===== config.mk =====
export PLATFORM = sky130hd
export DESIGN_NAME = adc_accum_ctrl
export DESIGN_NICKNAME = d
export VERILOG_FILES = /design/src/rtl/adc_accum_pkg.sv /design/src/rtl/accum_ctrl_reg.sv /design/src/rtl/accum_seq.sv /design/src/rtl/accum_datapath.sv /design/src/rtl/adc_accum_ctrl.sv
export SDC_FILE = /design/constraint.sdc
export NUM_CORES = 1
export LEC_CHECK = 0
export BUFFER_PORTS_ARGS = -buffer_cell sky130_fd_sc_hd__buf_2
export CORE_UTILIZATION = 35
export DETAILED_ROUTE_END_ITERATION = 10
export PLACE_DENSITY = 0.6
export SYNTH_ARGS = -nofsm -noshare
export SYNTH_HDL_FRONTEND = slang
export SYNTH_SLANG_ARGS = --single-unit

===== constraint.sdc =====
create_clock -name clk -period 3.3 [get_ports clk]
set_input_delay 0.66 -clock clk [delete_from_list [all_inputs] [get_ports clk]]
set_output_delay 0.66 -clock clk [all_outputs]
set_load 0.01 [all_outputs]

===== src/rtl/adc_accum_pkg.sv =====
package adc_accum_pkg;

  typedef enum logic [1:0] {
    ST_IDLE  = 2'd0,
    ST_ISSUE = 2'd1,
    ST_WAIT  = 2'd2
  } seq_state_t;

  // Codes above the largest supported exponent fall back to one sample.
  function automatic int eff_log2(input int code, input int max_log2);
    return (code > max_log2) ? 0 : code;
  endfunction

endpackage


===== src/rtl/accum_ctrl_reg.sv =====
module accum_ctrl_reg #(
  parameter int CODE_W = 4
) (
  input  logic              clk,
  input  logic              rst_n,
  input  logic              we,
  input  logic [CODE_W+1:0] wdata,
  output logic              cfg_freerun,
  output logic              cfg_leftadj,
  output logic [CODE_W-1:0] cfg_code
);
  localparam int LA_BIT = CODE_W;
  localparam int FR_BIT = CODE_W + 1;

  logic [CODE_W+1:0] ctrl_q;

  always_ff @(posedge clk or negedge rst_n) begin
    if (!rst_n)  ctrl_q <= '0;
    else if (we) ctrl_q <= wdata;
  end

  always_comb begin
    cfg_freerun = ctrl_q[FR_BIT];
    cfg_leftadj = ctrl_q[LA_BIT];
    cfg_code    = ctrl_q[CODE_W-1:0];
  end

endmodule


===== src/rtl/accum_seq.sv =====
module accum_seq
  import adc_accum_pkg::*;
#(
  parameter int CODE_W   = 4,
  parameter int MAX_LOG2 = 10
) (
  input  logic                                clk,
  input  logic                                rst_n,
  input  logic                                start,
  input  logic                                series_mode,
  input  logic                                cfg_freerun,
  input  logic [CODE_W-1:0]                   cfg_code,
  input  logic                                smp_valid,
  input  logic                                res_ready,
  output logic                                conv_start,
  output logic                                smp_ready,
  output logic                                acc_clr,
  output logic                                fin,
  output logic [$clog2(MAX_LOG2+1)-1:0]       run_log2,
  output logic                                res_valid
);
  localparam int LOG2_W = $clog2(MAX_LOG2 + 1);
  localparam int CNT_W  = (MAX_LOG2 > 0) ? MAX_LOG2 : 1;

  seq_state_t        state;
  logic [CNT_W-1:0]  cnt;
  logic [CNT_W-1:0]  last_idx;
  logic              done_once;
  logic              hs;
  logic              go;

  always_comb begin
    smp_ready  = (state == ST_WAIT);
    conv_start = (state == ST_ISSUE);
    hs         = smp_valid && smp_ready;
    last_idx   = CNT_W'((32'd1 << run_log2) - 32'd1);
    fin        = hs && (cnt == last_idx);
    go         = (state == ST_IDLE) && !res_valid &&
                 (start || (cfg_freerun && !series_mode && done_once));
    acc_clr    = go;
  end

  always_ff @(posedge clk or negedge rst_n) begin
    if (!rst_n) begin
      state     <= ST_IDLE;
      cnt       <= '0;
      run_log2  <= '0;
      done_once <= 1'b0;
    end else begin
      unique case (state)
        ST_IDLE: if (go) begin
          run_log2 <= LOG2_W'(eff_log2(int'(cfg_code), MAX_LOG2));
          cnt      <= '0;
          state    <= ST_ISSUE;
        end
        ST_ISSUE: state <= ST_WAIT;
        ST_WAIT: begin
          if (fin) begin
            state     <= ST_IDLE;
            done_once <= 1'b1;
          end else if (hs) begin
            cnt   <= cnt + 1'b1;
            state <= ST_ISSUE;
          end
        end
        default: state <= ST_IDLE;
      endcase
    end
  end

  always_ff @(posedge clk or negedge rst_n) begin
    if (!rst_n)         res_valid <= 1'b0;
    else if (fin)       res_valid <= 1'b1;
    else if (res_ready) res_valid <= 1'b0;
  end

  p_one_pulse_r11: assert property (@(posedge clk) disable iff (!rst_n)
    conv_start |=> !conv_start);
  p_ready_after_conv_r11: assert property (@(posedge clk) disable iff (!rst_n)
    $rose(smp_ready) |-> $past(conv_start));
  p_hold_result_r10: assert property (@(posedge clk) disable iff (!rst_n)
    (res_valid && !res_ready) |=> res_valid);
  p_no_conv_pending_r10: assert property (@(posedge clk) disable iff (!rst_n)
    res_valid |-> !conv_start);
  p_series_block_r5: assert property (@(posedge clk) disable iff (!rst_n)
    (state == ST_IDLE && !start && series_mode) |=> !conv_start);
  p_count_bound_r2: assert property (@(posedge clk) disable iff (!rst_n)
    cnt <= last_idx);

endmodule


===== src/rtl/accum_datapath.sv =====
module accum_datapath #(
  parameter int SMP_W    = 12,
  parameter int MAX_LOG2 = 10,
  parameter int RES_W    = 24
) (
  input  logic                              clk,
  input  logic                              rst_n,
  input  logic                              hs,
  input  logic [SMP_W-1:0]                  smp_data,
  input  logic                              acc_clr,
  input  logic                              fin,
  input  logic [$clog2(MAX_LOG2+1)-1:0]     run_log2,
  input  logic                              cfg_leftadj,
  output logic [SMP_W-1:0]                  sample_q,
  output logic [RES_W-1:0]                  result_q
);
  localparam int LOG2_W = $clog2(MAX_LOG2 + 1);
  localparam int ACC_W  = SMP_W + MAX_LOG2;

  logic [ACC_W-1:0] acc;
  logic [ACC_W-1:0] sum_next;
  logic             ladj_run;

  function automatic logic [RES_W-1:0] justify(input logic [ACC_W-1:0] s,
                                               input logic la,
                                               input logic [LOG2_W-1:0] n);
    logic [RES_W-1:0] w;
    w = RES_W'(s);
    if (la) return w << (RES_W - SMP_W - int'(n));
    return w;
  endfunction

  always_comb sum_next = acc + ACC_W'(smp_data);

  always_ff @(posedge clk or negedge rst_n) begin
    if (!rst_n) begin
      acc      <= '0;
      ladj_run <= 1'b0;
    end else if (acc_clr) begin
      acc      <= '0;
      ladj_run <= cfg_leftadj;
    end else if (hs) begin
      acc      <= sum_next;
    end
  end

  always_ff @(posedge clk or negedge rst_n) begin
    if (!rst_n)  sample_q <= '0;
    else if (hs) sample_q <= smp_data;
  end

  always_ff @(posedge clk or negedge rst_n) begin
    if (!rst_n)   result_q <= '0;
    else if (fin) result_q <= justify(sum_next, ladj_run, run_log2);
  end

  p_sample_upd_r6: assert property (@(posedge clk) disable iff (!rst_n)
    hs |=> (sample_q == $past(smp_data)));
  p_result_only_final_r8: assert property (@(posedge clk) disable iff (!rst_n)
    !fin |=> $stable(result_q));
  p_clear_on_start_r8: assert property (@(posedge clk) disable iff (!rst_n)
    acc_clr |=> (acc == '0));

endmodule


===== src/rtl/adc_accum_ctrl.sv =====
module adc_accum_ctrl #(
  parameter int SMP_W    = 12,
  parameter int MAX_LOG2 = 10,
  parameter int RES_W    = 24,
  parameter int CODE_W   = 4
) (
  input  logic              clk,
  input  logic              rst_n,
  input  logic              ctrl_we,
  input  logic [CODE_W+1:0] ctrl_wdata,
  input  logic              start,
  input  logic              series_mode,
  output logic              conv_start,
  input  logic              smp_valid,
  output logic              smp_ready,
  input  logic [SMP_W-1:0]  smp_data,
  output logic [SMP_W-1:0]  sample_q,
  output logic              res_valid,
  input  logic              res_ready,
  output logic [RES_W-1:0]  result_q
);
  localparam int LOG2_W = $clog2(MAX_LOG2 + 1);

  logic              cfg_freerun;
  logic              cfg_leftadj;
  logic [CODE_W-1:0] cfg_code;
  logic              acc_clr;
  logic              fin;
  logic [LOG2_W-1:0] run_log2;

  accum_ctrl_reg #(.CODE_W(CODE_W)) u_reg (
    .clk(clk), .rst_n(rst_n), .we(ctrl_we), .wdata(ctrl_wdata),
    .cfg_freerun(cfg_freerun), .cfg_leftadj(cfg_leftadj), .cfg_code(cfg_code)
  );

  accum_seq #(.CODE_W(CODE_W), .MAX_LOG2(MAX_LOG2)) u_seq (
    .clk(clk), .rst_n(rst_n), .start(start), .series_mode(series_mode),
    .cfg_freerun(cfg_freerun), .cfg_code(cfg_code), .smp_valid(smp_valid),
    .res_ready(res_ready), .conv_start(conv_start), .smp_ready(smp_ready),
    .acc_clr(acc_clr), .fin(fin), .run_log2(run_log2), .res_valid(res_valid)
  );

  accum_datapath #(.SMP_W(SMP_W), .MAX_LOG2(MAX_LOG2), .RES_W(RES_W)) u_dp (
    .clk(clk), .rst_n(rst_n), .hs(smp_valid && smp_ready), .smp_data(smp_data),
    .acc_clr(acc_clr), .fin(fin), .run_log2(run_log2), .cfg_leftadj(cfg_leftadj),
    .sample_q(sample_q), .result_q(result_q)
  );

  p_valid_on_last_r8: assert property (@(posedge clk) disable iff (!rst_n)
    $rose(res_valid) |-> $past(smp_valid && smp_ready));

endmodule


# Word level (Yosys, flattened, before mapping)
# Index checks and enable logic that the tools add are counted.
[op_classes] n_addsub=4 mul=0 div=0 order_cmp=1 n_eq_ne=7 shifts=2 n_mux=17 bitwise=0 n_reduce_logical=17
[op_table] cell="$mux W24" n=2
[op_table] cell="$mux W22" n=2
[op_table] cell="$shl A22 B32 Y24" n=1
[op_table] cell="$mux W10" n=3
[op_table] cell="$add A22 B12 Y22" n=1
[op_table] cell="$pmux W10 S2" n=1
[op_table] cell="$add A10 B1 Y10 const B" n=1
[op_table] cell="$eq A10 B10 Y1" n=1
[op_table] cell="$shl A1 B4 Y10 const A" n=1
[op_table] cell="$sub A10 B1 Y10 const B" n=1
[op_table] cell="$logic_and A1 B1 Y1" n=6
[op_table] cell="$mux W2" n=3
[op_table] cell="$pmux W2 S3" n=1
[op_table] cell="$reduce_and A2 Y1" n=3
[op_table] cell="$reduce_bool A2 Y1" n=3
[op_table] cell="$sub A4 B4 Y5 const A" n=1
[op_table] cell="$gt A4 B4 Y1 const B" n=1
[op_table] cell="$mux W1" n=4
[op_table] cell="$mux W4" n=1
[op_table] cell="$ne A2 B2 Y1 const B" n=2
[op_table] cell="$reduce_and A4 Y1" n=1
[op_table] cell="$ne A3 B1 Y1 const B" n=1
[op_table] cell="$eq A2 B1 Y1 const B" n=1
[op_table] cell="$eq A2 B2 Y1 const B" n=1
[op_table] cell="other kinds (4)" n=5
[totals] reg_bits=83 latchBits=0 ramBits=0 rom_bits=0 inputBits=25 word_cells=58 memories=0

# Logic depth before layout (Yosys ltp)
# Gate-level depths: netlist of the first run.
[depth] word_depth=7 ltp_mapped=16 mapped_depth_nobuf=14

# By module
# Synthesis of the first run repeated with hierarchy kept, for this count alone.
[unflattened] cells_unflattened=716 area_unflattened_um2=6459.9
[modules_own_cells] mod="accum_datapath" instances=1 cells_per_inst=554 area_each_um2=4921.0
[modules_own_cells] mod="accum_seq" instances=1 cells_per_inst=148 area_each_um2=1281.2
[modules_own_cells] mod="accum_ctrl_reg" instances=1 cells_per_inst=13 area_each_um2=251.5
[modules_own_cells] mod="adc_accum_ctrl" instances=1 cells_per_inst=1 area_each_um2=6.3

# Least setup slack after synthesis of the first run
# OpenSTA, ideal clock, no wires.
[synth_timing] path_type="reg-to-reg" startpoint="reg u_seq.run_log2[0]" endpoint="reg u_dp.result_q[18]" setup_ps=133 arrival_time_ps=3107 required_time_ps=3167 setup_slack_ps=60 path_stages_with_launch=15 synth_period_minus_slack_ps=3240 path_cell_list="dfrtp_1 > inv_1 > clkbuf_1 > ha_1 > ha_1 > nand2_1 > ha_1 > xor2_1 > o2111ai_1 > a211oi_1 > nand4_2 > buf_2 > and2_0 > a311oi_1 > o31ai_1"
[synth_between] elab_chain_len=4 elab_cells_between_ends=8 cone_classes="add/sub (2); eq/ne (1); shift (2); mux (2); reduce/logical (1)"
[synth_lines] element="from (decl)" line_no="accum_seq.sv:19" source="output logic [$clog2(MAX_LOG2+1)-1:0] run_log2,"
[synth_lines] element="from (signal assigned)" line_no="accum_seq.sv:52" source="run_log2 <= LOG2_W'(eff_log2(int'(cfg_code), MAX_LOG2));"
[synth_lines] element="$sub A4 B4 Y5 or $shl A1 B4 Y10 (tied branches)" line_no="accum_datapath.sv:29, accum_seq.sv:36"
[synth_lines] element="$shl A22 B32 Y24 or $sub A10 B1 Y10 (tied branches)" line_no="accum_datapath.sv:29, accum_seq.sv:36"
[synth_lines] element="$mux W24 or $eq A10 B10 Y1 (tied branches)" line_no="accum_datapath.sv:29, accum_seq.sv:37"
[synth_lines] element="$mux W24 or $logic_and A1 B1 Y1 (tied branches)" line_no="accum_datapath.sv:30, accum_seq.sv:37"
[synth_lines] element="to (signal assigned)" line_no="accum_datapath.sv:54" source="else if (fin) result_q <= justify(sum_next, ladj_run, run_log2);"
[synth_lines] element="to (decl)" line_no="accum_datapath.sv:15" source="output logic [RES_W-1:0] result_q"
# Several ways; a longest one is shown, not always the timed one. The select of a mux whose other input is x is not followed.
# A chain may end at the register's enable or synchronous reset.

# Worst setup path after layout of the first run
[layout_timing] startpoint="reg u_seq.run_log2[0]" endpoint="reg u_dp.result_q[20]"
# The elaborated chain is that of the path after synthesis.

==> impl_metrics.toml, run 1 <==
[status]
status = "finished, final reports clean"

[die]
io_pins = 64
core_area_mm2 = 0.0174
die_area_mm2 = 0.0185
die_h_um = 136
start_util = 0.360
num_rows = 48
die_w_um = 136

[yosys]
synthDistinctLibCells = 91
avgSynthCellArea_um2 = 8.32
synth_fp_nets = 800
async_flop_share = 1.00
synthFlopType = "dfrtp_1"
syn_inst = 754
synth-seq-cells = 83
yosysWarnings = 0
synth_enable_flop_cells = 0
synth_area_mm2 = 0.00627
synth_seq_area_share = 0.331

[power]
irDropWorstVdd_mv = 0.442
clkPwrFrac = 0.134
leakagePower_nw = 3.59
internal-power_mw = 3.93
powerDensity_mw_per_mm2 = 957
combinationalPowerShare = 0.678
swShare = 0.475
pwr-share-seq = 0.189
p_sw_mw = 3.56

[grt]
use_met2 = 0.365
grtUsageTotal = 0.227
grt_pass1_wl_mm = 32.2
grt_max_degree = 39
busiest_layer = "met2"
grt_use_met1 = 0.303
overflow = 0
grt.met3_usage = 0.0377
antenna_found_initial = 0
grt_pass1_vias = 6008

[cts]
clock_sinks = 83
ctsRootBufferMaster = "clkbuf_16"
numCtsBuffers = 9
cts_tree = "yes"
htree_levels = 3
clk_path_buf_depth = 2
clk_latency_ns = 0.36
path_clk_slew_ns = 0.07
hold_buffers = 0

[setup_path]
critical_path_arrival_ns = 3.32
slowest_delay_ns = 0.51
crit_required_ns = 3.53
reg2reg_depth = 13
worstPathCellList = "buf_4 > ha_1 > nor2_1 > or4b_1 > a21oi_1 > a31oi_1 > mux2i_1 > nand4_2 > buf_6 > buf_4 > and2_1 > a31oi_1 > o41ai_2"
cp_num_cells = 13
crit_type = "register to register"
cpMaxStageDelayCell = "or4b_1"
critPathTopFamily = "simple AND/OR/NAND/NOR gates"
critPathLaunchType = "register"
critPathBufInv = 3
critPathMaxFanout = 32
endpoint_kind = "register"

[route]
vias = 6193
drt_iter0_markers = 531
ant_nets = 0
wl_per_cell_um = 17.8
drcViolationCount = 0
drt_first_pass_iters = 5
wl_mm = 19.9
routed_via_density = 5.54

[placement]
numPortBuffers = 63
hpwl_mm = 14.8
place_area_mm2 = 0.00748
gp_congestion = 0.945

[min_path]
hold_class = "input pin to asynchronous set/reset pin"

[timing]
timing.fmax_ghz = 0.323
slew_headroom = 0.239
tightest_slew_ns = 1.13
final-hold-violation-count = 0
fin_setup_tns_ns = 0
rsz0062_at_grt = "false"
drv_slew = 0
period_needed_ns = 3.09
fin_skew_ns = 0.00772
setup_viol = 0
fin_crit_sh = 0.937

[final_layout]
nets = 933
n_antenna_cell = 0
drive_above_1_share = 0.268
design_area_mm2 = 0.00783
synthToLayoutAreaGrowth_pct = 24.7

[flow_run]
maxCapViolCount = 0
==> final timing paths <==
check                             startpoint                end  slack (ns)
max                        u_seq.run_log2[0]  u_dp.result_q[20]        0.21
min                                    rst_n       u_seq.cnt[3]        0.25
max reg2reg                u_seq.run_log2[0]  u_dp.result_q[20]        0.21
min reg2reg                 u_dp.sample_q[9]   u_dp.sample_q[9]        0.47
max in group asynchronous              rst_n  u_dp.result_q[14]        2.32
min in group clk            u_dp.sample_q[9]   u_dp.sample_q[9]        0.47
==> area by class of cell <==
type	instances	area (um2)
Clock inverter	6	48.8
Fill cell	1761	9590
Clock buffer	10	239
Multi-Input combinational cell	598	3940
Inverter	22	82.6
Tap cell	225	282
Sequential cell	83	2080
Timing Repair Buffer	173	1160
==> power groups by stage <==
stage	sequential [mW]	combinational [mW]	clock (mW)
floorplan	1.45	3.12	0
global placement	1.43	4.95	0
detailed placement	1.43	4.94	0
CTS	1.42	4.97	1.03
global route	1.45	5.53	1.06
finish	1.41	5.07	1.00
==> cell usage in the layout (no fill, tap or decap), types with 4 or more instances in the layout <==
master,instances
nand2_1,115
buf_4,109
dfrtp_1,83
buf_2,62
nor2_1,56
o21ai_0,53
a21oi_1,41
nor3_1,22
inv_1,19
nand3_1,18
ha_1,18
o22ai_1,17
xnor2_1,16
xor2_1,15
a21o_1,13
a211oi_1,13
a31oi_1,11
mux2_2,11
and2_1,10
o211ai_1,10
o31ai_1,9
clkbuf_16,9
nand2b_1,7
mux2i_1,7
or3_1,6
nor2b_1,5
and3_1,5
o21ai_1,5
a211o_1,5
a221o_1,5
o22a_1,5
a2bb2oi_1,5
a211oi_2,4
nand4_1,4
or4_1,4
mux4_2,4
==> layer usage <==
layer | vias up | part of all wire | routed length (um)
li1 | 3036 | - | -
met1 | 2961 | 0.46 | 9160
met2 | 165 | 0.47 | 9330
met3 | 31 | 0.043 | 860
met4 | 0 | 0.026 | 508
met5 | - | 0 | 0
==> Yosys cell counts (15+ instances only) <==
cell / count / share of area
dfrtp_1: 83 / 0.33
nand2_1: 116 / 0.069
nor3_1: 22 / 0.018
clkbuf_1: 36 / 0.022
inv_1: 19 / 0.011
xor2_1: 15 / 0.021
o22ai_1: 17 / 0.017
xnor2_1: 16 / 0.022
nand3_1: 18 / 0.014
nor2_1: 56 / 0.033
o21ai_0: 53 / 0.042
a21oi_1: 41 / 0.033
ha_1: 20 / 0.040
==> sequential cells by signal, summed over array words and instances (netlist names) <==
| signal | count |
|---|---|
| u_seq.state | 2 |
| u_dp.result_q | 24 |
| u_reg.ctrl_q | 6 |
| u_dp.acc | 22 |
| u_seq.run_log2 | 4 |
| u_seq.cnt | 10 |
| u_dp.ladj_run | 1 |
| u_seq.res_valid | 1 |
| u_dp.sample_q | 12 |
| u_seq.done_once | 1 |
==> stage by stage <==
stage / power (mW) / hold WS (ns) / util / setup slack (ns) / std cells
3_3_place_gp: 6.37 / 0.455 / 0.429 / -0.0976 / 1097
3_5_place_dp: 6.37 / 0.458 / 0.429 / -0.121 / 1097
4_1_cts: 7.41 / 0.263 / 0.446 / 0.00562 / 1113
2_1_floorplan: 4.57 / 0.364 / - / 0.0597 / 754
6_report: 7.49 / 0.254 / 0.449 / 0.209 / 1117
5_1_grt: 8.04 / 0.292 / 0.449 / 0.0287 / 1117
==> kinds of logic (layout without fill, tap and decap cells) <==
group	count (synthesis)	after routing	synth area share
AO/OA/AOI/OAI	247	247	0.277
XOR/XNOR	33	33	0.0485
adder cells (fa/ha/maj)	21	21	0.0431
buffers and inverters	73	211	0.0469
flip-flops	83	83	0.331
multiplexers	22	22	0.0453
AND/OR/NAND/NOR	275	275	0.209
==> what timing repair did <==
action / 4_1_cts / 5_1_grt
endpoints found under the setup margin: 0 / 26
buffers inserted: 0 / 4
gates resized for setup: 0 / 10
No activity file was read; power rests on OpenSTA's default activity.
==> run 2: changes to the inputs <==
BUFFER_PORTS_ARGS = default   (was -buffer_cell sky130_fd_sc_hd__buf_2)
DONT_BUFFER_PORTS = 1   (was default)
PLACE_DENSITY = 0.57   (was 0.6)
==> impl_metrics.toml, run 2 (same netlist as run 1, synthesis figures left out) <==
[timing]
tightest_slew_ns = 0.918
setup_ws_ns = 0.262
drv_slew = 0
slew_headroom = 0.386
fin_skew_ns = 0.00886
setup_viol = 0
fin_crit_sh = 0.921
final-hold-violation-count = 0
timing.fmax_ghz = 0.329
whs_ns = 0.195
period_needed_ns = 3.04

[die]
num_rows = 48
die_w_um = 136
die_h_um = 136
start_util = 0.360
die_area_mm2 = 0.0185
io_pins = 64
core_area_mm2 = 0.0174

[final_layout]
fin_util = 0.426
nets = 848
finalNonFillerCells = 1032
final_cell_mix = "nand2_1 (114), dfrtp_1 (83), buf_4 (81)"
synthToLayoutAreaGrowth_pct = 18.3
multiInputGateArea_mm2 = 0.00395
register_area_mm2 = 0.00208
n_antenna_cell = 0
reg_top3 = "u_dp.result_q x24, u_dp.acc x22, u_dp.sample_q x12"
drive_above_1_share = 0.192
largest_register_ff_count = 24
fillers = 1748
regMostFlops = "u_dp.result_q"
final_common_cell = "nand2_1"

[route]
ant_nets = 0
drt_iter0_markers = 360
wl_per_cell_um = 19.3
vias = 5900
drcViolationCount = 0
drt_first_pass_iters = 5
wl_mm = 19.9
routed_via_density = 5.72

[grt]
grt_pass1_vias = 5769
use_met2 = 0.361
grt_use_met1 = 0.293
busiest_layer = "met2"
overflow = 0
grt_pass1_wl_mm = 31.6
grt_max_degree = 74
grt.met3_usage = 0.0433
grtUsageTotal = 0.223
antenna_found_initial = 0

[placement]
hpwl_mm = 14.3
place_ws_ns = -0.0637
placed_cells = 1012
numPortBuffers = 0
gp_congestion = 0.937

[cts]
htree_levels = 3
clk_path_buf_depth = 2
numCtsBuffers = 9
ctsRootBufferMaster = "clkbuf_16"
clock_sinks = 83
path_clk_slew_ns = 0.07
clk_latency_ns = 0.36
cts_tree = "yes"

[setup_path]
critical_path_arrival_ns = 3.25
crit_required_ns = 3.52
reg2reg_depth = 15
crit_type = "register to register"
timing.rr.end = "u_dp.result_q[16]"
cpMaxStageDelayCell = "dfrtp_1"
reg2reg_from = "u_seq.run_log2[1]"
slowest_delay_ns = 0.38
reg2reg_slack_ns = 0.26
cp-endpoint = "u_dp.result_q[16]"
critPathLaunchType = "register"
endpoint_kind = "register"
setup.worst_path.start = "u_seq.run_log2[1]"
critPathMaxFanout = 16
worstPathCellList = "inv_1 > ha_1 > ha_2 > nand2_1 > ha_2 > nand2b_1 > a2111oi_2 > a21oi_1 > nand2_1 > xnor2_1 > nand4_2 > buf_12 > buf_4 > a2111oi_1 > a2bb2oi_1"

[status]
status = "finished, final reports clean"

[power]
p_sw_mw = 3.51
clkPwrFrac = 0.136
leakagePower_nw = 3.22
irDropWorstVdd_mv = 0.374
internal-power_mw = 3.75
pwr-share-seq = 0.205
powerDensity_mw_per_mm2 = 979
combinationalPowerShare = 0.659
swShare = 0.484

[flow_run]
maxCapViolCount = 0

[min_path]
hold_class = "input pin to asynchronous set/reset pin"
-- run 2: how the worst min path moves through the flow --
| stage | start | end | slack [ns] | cells past startpoint |
|---|---|---|---|---|
| after global placement | rst_n | u_dp.sample_q[11] | 0.37 | 0 |
| after detailed placement | rst_n | u_dp.sample_q[11] | 0.37 | 0 |
| after global routing | rst_n | u_dp.sample_q[8] | 0.22 | 1 |
| after floorplan | rst_n | u_dp.acc[0] | 0.36 | 0 |
| final | rst_n | u_dp.sample_q[11] | 0.20 | 1 |
| after CTS | rst_n | u_dp.acc[10] | 0.21 | 1 |
-- run 2: area by class of cell --
type                       instances  share of cell area
clock buffer                      10              0.0322
clock inverter                     6             0.00640
inverter                          22              0.0111
multi-input combinational        598               0.531
sequential                        83               0.280
tap                              225              0.0379
timing repair buffer              88               0.101
-- run 2: worst max-delay path, delay by kind of cell (launching register included) --
family / cells / cell delay, ns
AOI/OAI and AO/OA: 4 / 0.82
xor gates and xnor gates: 1 / 0.13
adders and majority gates: 3 / 0.64
buffers and inverters: 3 / 0.47
DFF: 1 / 0.38
and+or+nand+nor: 4 / 0.44
-- run 2: routing by layer --
metal,vias to the layer above,wire [um]
li1,2882,-
met1,2836,9070
met2,141,9330
met3,41,950
met4,0,582
met5,-,0
-- run 2: per-stage QoR --
| stage | cell area, um2 | TNS [ns] | total power, mW |
|---|---|---|---|
| 6_report | 7420 | 0 | 7.26 |
| 5_1_grt | 7420 | -0.0400 | 7.79 |
| 4_1_cts | 7360 | 0 | 7.20 |
| 3_5_place_dp | 7030 | -0.0835 | 6.15 |
| 3_3_place_gp | 7030 | -0.195 | 6.16 |
| 2_1_floorplan | 6270 | 0 | 4.57 |
-- run 2: power groups by stage --
| stage | Clock [mW] | Combinational [mW] | Sequential (mW) |
|---|---|---|---|
| finish | 0.987 | 4.79 | 1.49 |
| global placement | 0 | 4.65 | 1.51 |
| floorplan | 0 | 3.12 | 1.45 |
| global route | 1.06 | 5.21 | 1.52 |
| CTS | 1.01 | 4.69 | 1.49 |
| detailed placement | 0 | 4.64 | 1.51 |
-- run 2: what timing repair did --
item | CTS | global route
endpoints found under the setup margin | 0 | 11
hold buffers | 2 | 0
resized for setup | 0 | 10
buffers inserted | 0 | 1
hold endpoints to repair | 73 | 0
==> run 3: changes to the inputs <==
PLACE_DENSITY = 0.55   (was 0.57)
clock period = 3 ns   (was 3.3 ns; I/O delays follow)
==> impl_metrics.toml, run 3 (same netlist as run 1, synthesis figures left out) <==
[status]
status = "finished, final reports clean"

[timing]
fin_crit_sh = 0.997
setup_viol = 0
timing.fmax_ghz = 0.334
final-hold-violation-count = 0
tightest_slew_ns = 0.935
period_needed_ns = 2.99
fin_setup_tns_ns = 0
fin_skew_ns = 0.0104
slew_headroom = 0.372
drv_slew = 0
rsz0062_at_grt = "true"

[route]
wl_per_cell_um = 19.2
drt_iter0_markers = 417
ant_nets = 0
wl_mm = 21.4
routed_via_density = 5.73
drt_first_pass_iters = 4
drcViolationCount = 0
vias = 6369

[final_layout]
finalNonFillerCells = 1112
n_antenna_cell = 0
register_area_mm2 = 0.00208
design_area_mm2 = 0.00834
final_common_cell = "buf_4"
drive_above_1_share = 0.321
synthToLayoutAreaGrowth_pct = 32.9
reg_top3 = "u_dp.result_q x24, u_dp.acc x22, u_dp.sample_q x12"
final_cell_mix = "buf_4 (160), nand2_1 (112), dfrtp_1 (83)"
nets = 928
regMostFlops = "u_dp.result_q"
fillers = 1738
multiInputGateArea_mm2 = 0.00427
largest_register_ff_count = 24
fin_util = 0.479

[power]
powerDensity_mw_per_mm2 = 1100
irDropWorstVdd_mv = 0.449
leakagePower_nw = 3.67

[setup_path]
critical_path_arrival_ns = 3.28
crit_required_ns = 3.29
timing.rr.end = "u_dp.result_q[22]"
reg2reg_slack_ns = 0.008
critPathLaunchType = "register"
cp-endpoint = "u_dp.result_q[22]"
crit_type = "register to register"
reg2reg_from = "u_dp.acc[0]"
endpoint_kind = "register"
reg2reg_depth = 12
critPathMaxFanout = 5
setup.worst_path.start = "u_dp.acc[0]"

[cts]
path_clk_slew_ns = 0.07
cts_tree = "yes"
htree_levels = 3
clk_latency_ns = 0.36
numCtsBuffers = 9
clk_path_buf_depth = 2
clock_sinks = 83
ctsRootBufferMaster = "clkbuf_16"

[die]
die_w_um = 136
die_h_um = 136
start_util = 0.360
num_rows = 48
core_area_mm2 = 0.0174
die_area_mm2 = 0.0185
io_pins = 64

[grt]
grt_max_degree = 84
grt_pass1_wl_mm = 33.9
grtUsageTotal = 0.240
antenna_found_initial = 0
grt_pass1_vias = 6252
overflow = 0

[placement]
gp_congestion = 0.928
placed_cells = 1077
place_area_mm2 = 0.00756
hpwl_mm = 16.0
numPortBuffers = 0

[min_path]
hold_class = "input pin to asynchronous set/reset pin"

[flow_run]
maxCapViolCount = 0
-- run 3: worst min-delay path by stage --
stage / start / end / cells after the start
after floorplan: rst_n / u_dp.acc[0] / 0
after global placement: rst_n / u_dp.sample_q[5] / 0
after detailed placement: rst_n / u_seq.state[0] / 0
after CTS: rst_n / u_seq.state[0] / 1
after global routing: rst_n / u_seq.state[0] / 1
final: rst_n / u_seq.state[0] / 1
-- run 3: per-stage QoR --
stage          hold slack, ns  total power [mW]  setup slack [ns]
2_1_floorplan           0.304              5.10          -0.00628
3_3_place_gp            0.310              7.34            -0.311
3_5_place_dp            0.311              7.38            -0.289
4_1_cts                 0.160              8.72           0.00167
5_1_grt                 0.174              9.70           -0.0838
6_report                0.147              9.13           0.00790
-- run 3: repair_timing --
| action | in CTS | in global routing |
|---|---|---|
| buffers inserted | 5 | 12 |
| hold endpoints to repair | 83 | 0 |
| cloned | 0 | 1 |
| pin swaps | 3 | 30 |
| hold buffers | 1 | 0 |
| resized for setup | 10 | 55 |
| setup endpoints to repair | 14 | 22 |
-- run 3: per-layer routing --
layer / vias to the layer above / global-route usage / part of all wire
met4: 2 / 0.0938 / 0.029
met1: 3107 / 0.309 / 0.43
met3: 36 / 0.0433 / 0.055
li1: 3036 / - / -
met2: 188 / 0.394 / 0.48
met5: - / 0.0194 / 0.0021
-- run 3: where the power goes --
| group | switching [mW] | internal (mW) | total [mW] |
|---|---|---|---|
| logic | 3.50 | 2.79 | 6.29 |
| registers | 0.286 | 1.38 | 1.66 |
| clock network | 0.485 | 0.693 | 1.18 |
-- run 3: critical path, stage by stage, from the launching register on --
cell and delay, ns:
dfrtp_1 0.39, ha_4 0.15, inv_2 0.03, fa_2 0.34, nand2b_4 0.16, a21o_4 0.23, a2111oi_4 0.36, a211oi_4 0.11
mux2_4 0.30, o21ba_4 0.22, o31a_1 0.29, a21oi_2 0.16, a32o_1 0.17
-- run 3: area by class of cell --
| class | count | share of cell area |
|---|---|---|
| flip-flops and latches | 83 | 0.249 |
| repair buffers | 168 | 0.158 |
| clock inverters | 5 | 0.00735 |
| inverters | 22 | 0.00990 |
| multi-input cells | 598 | 0.512 |
| clock buffers | 11 | 0.0303 |
| well taps | 225 | 0.0338 |
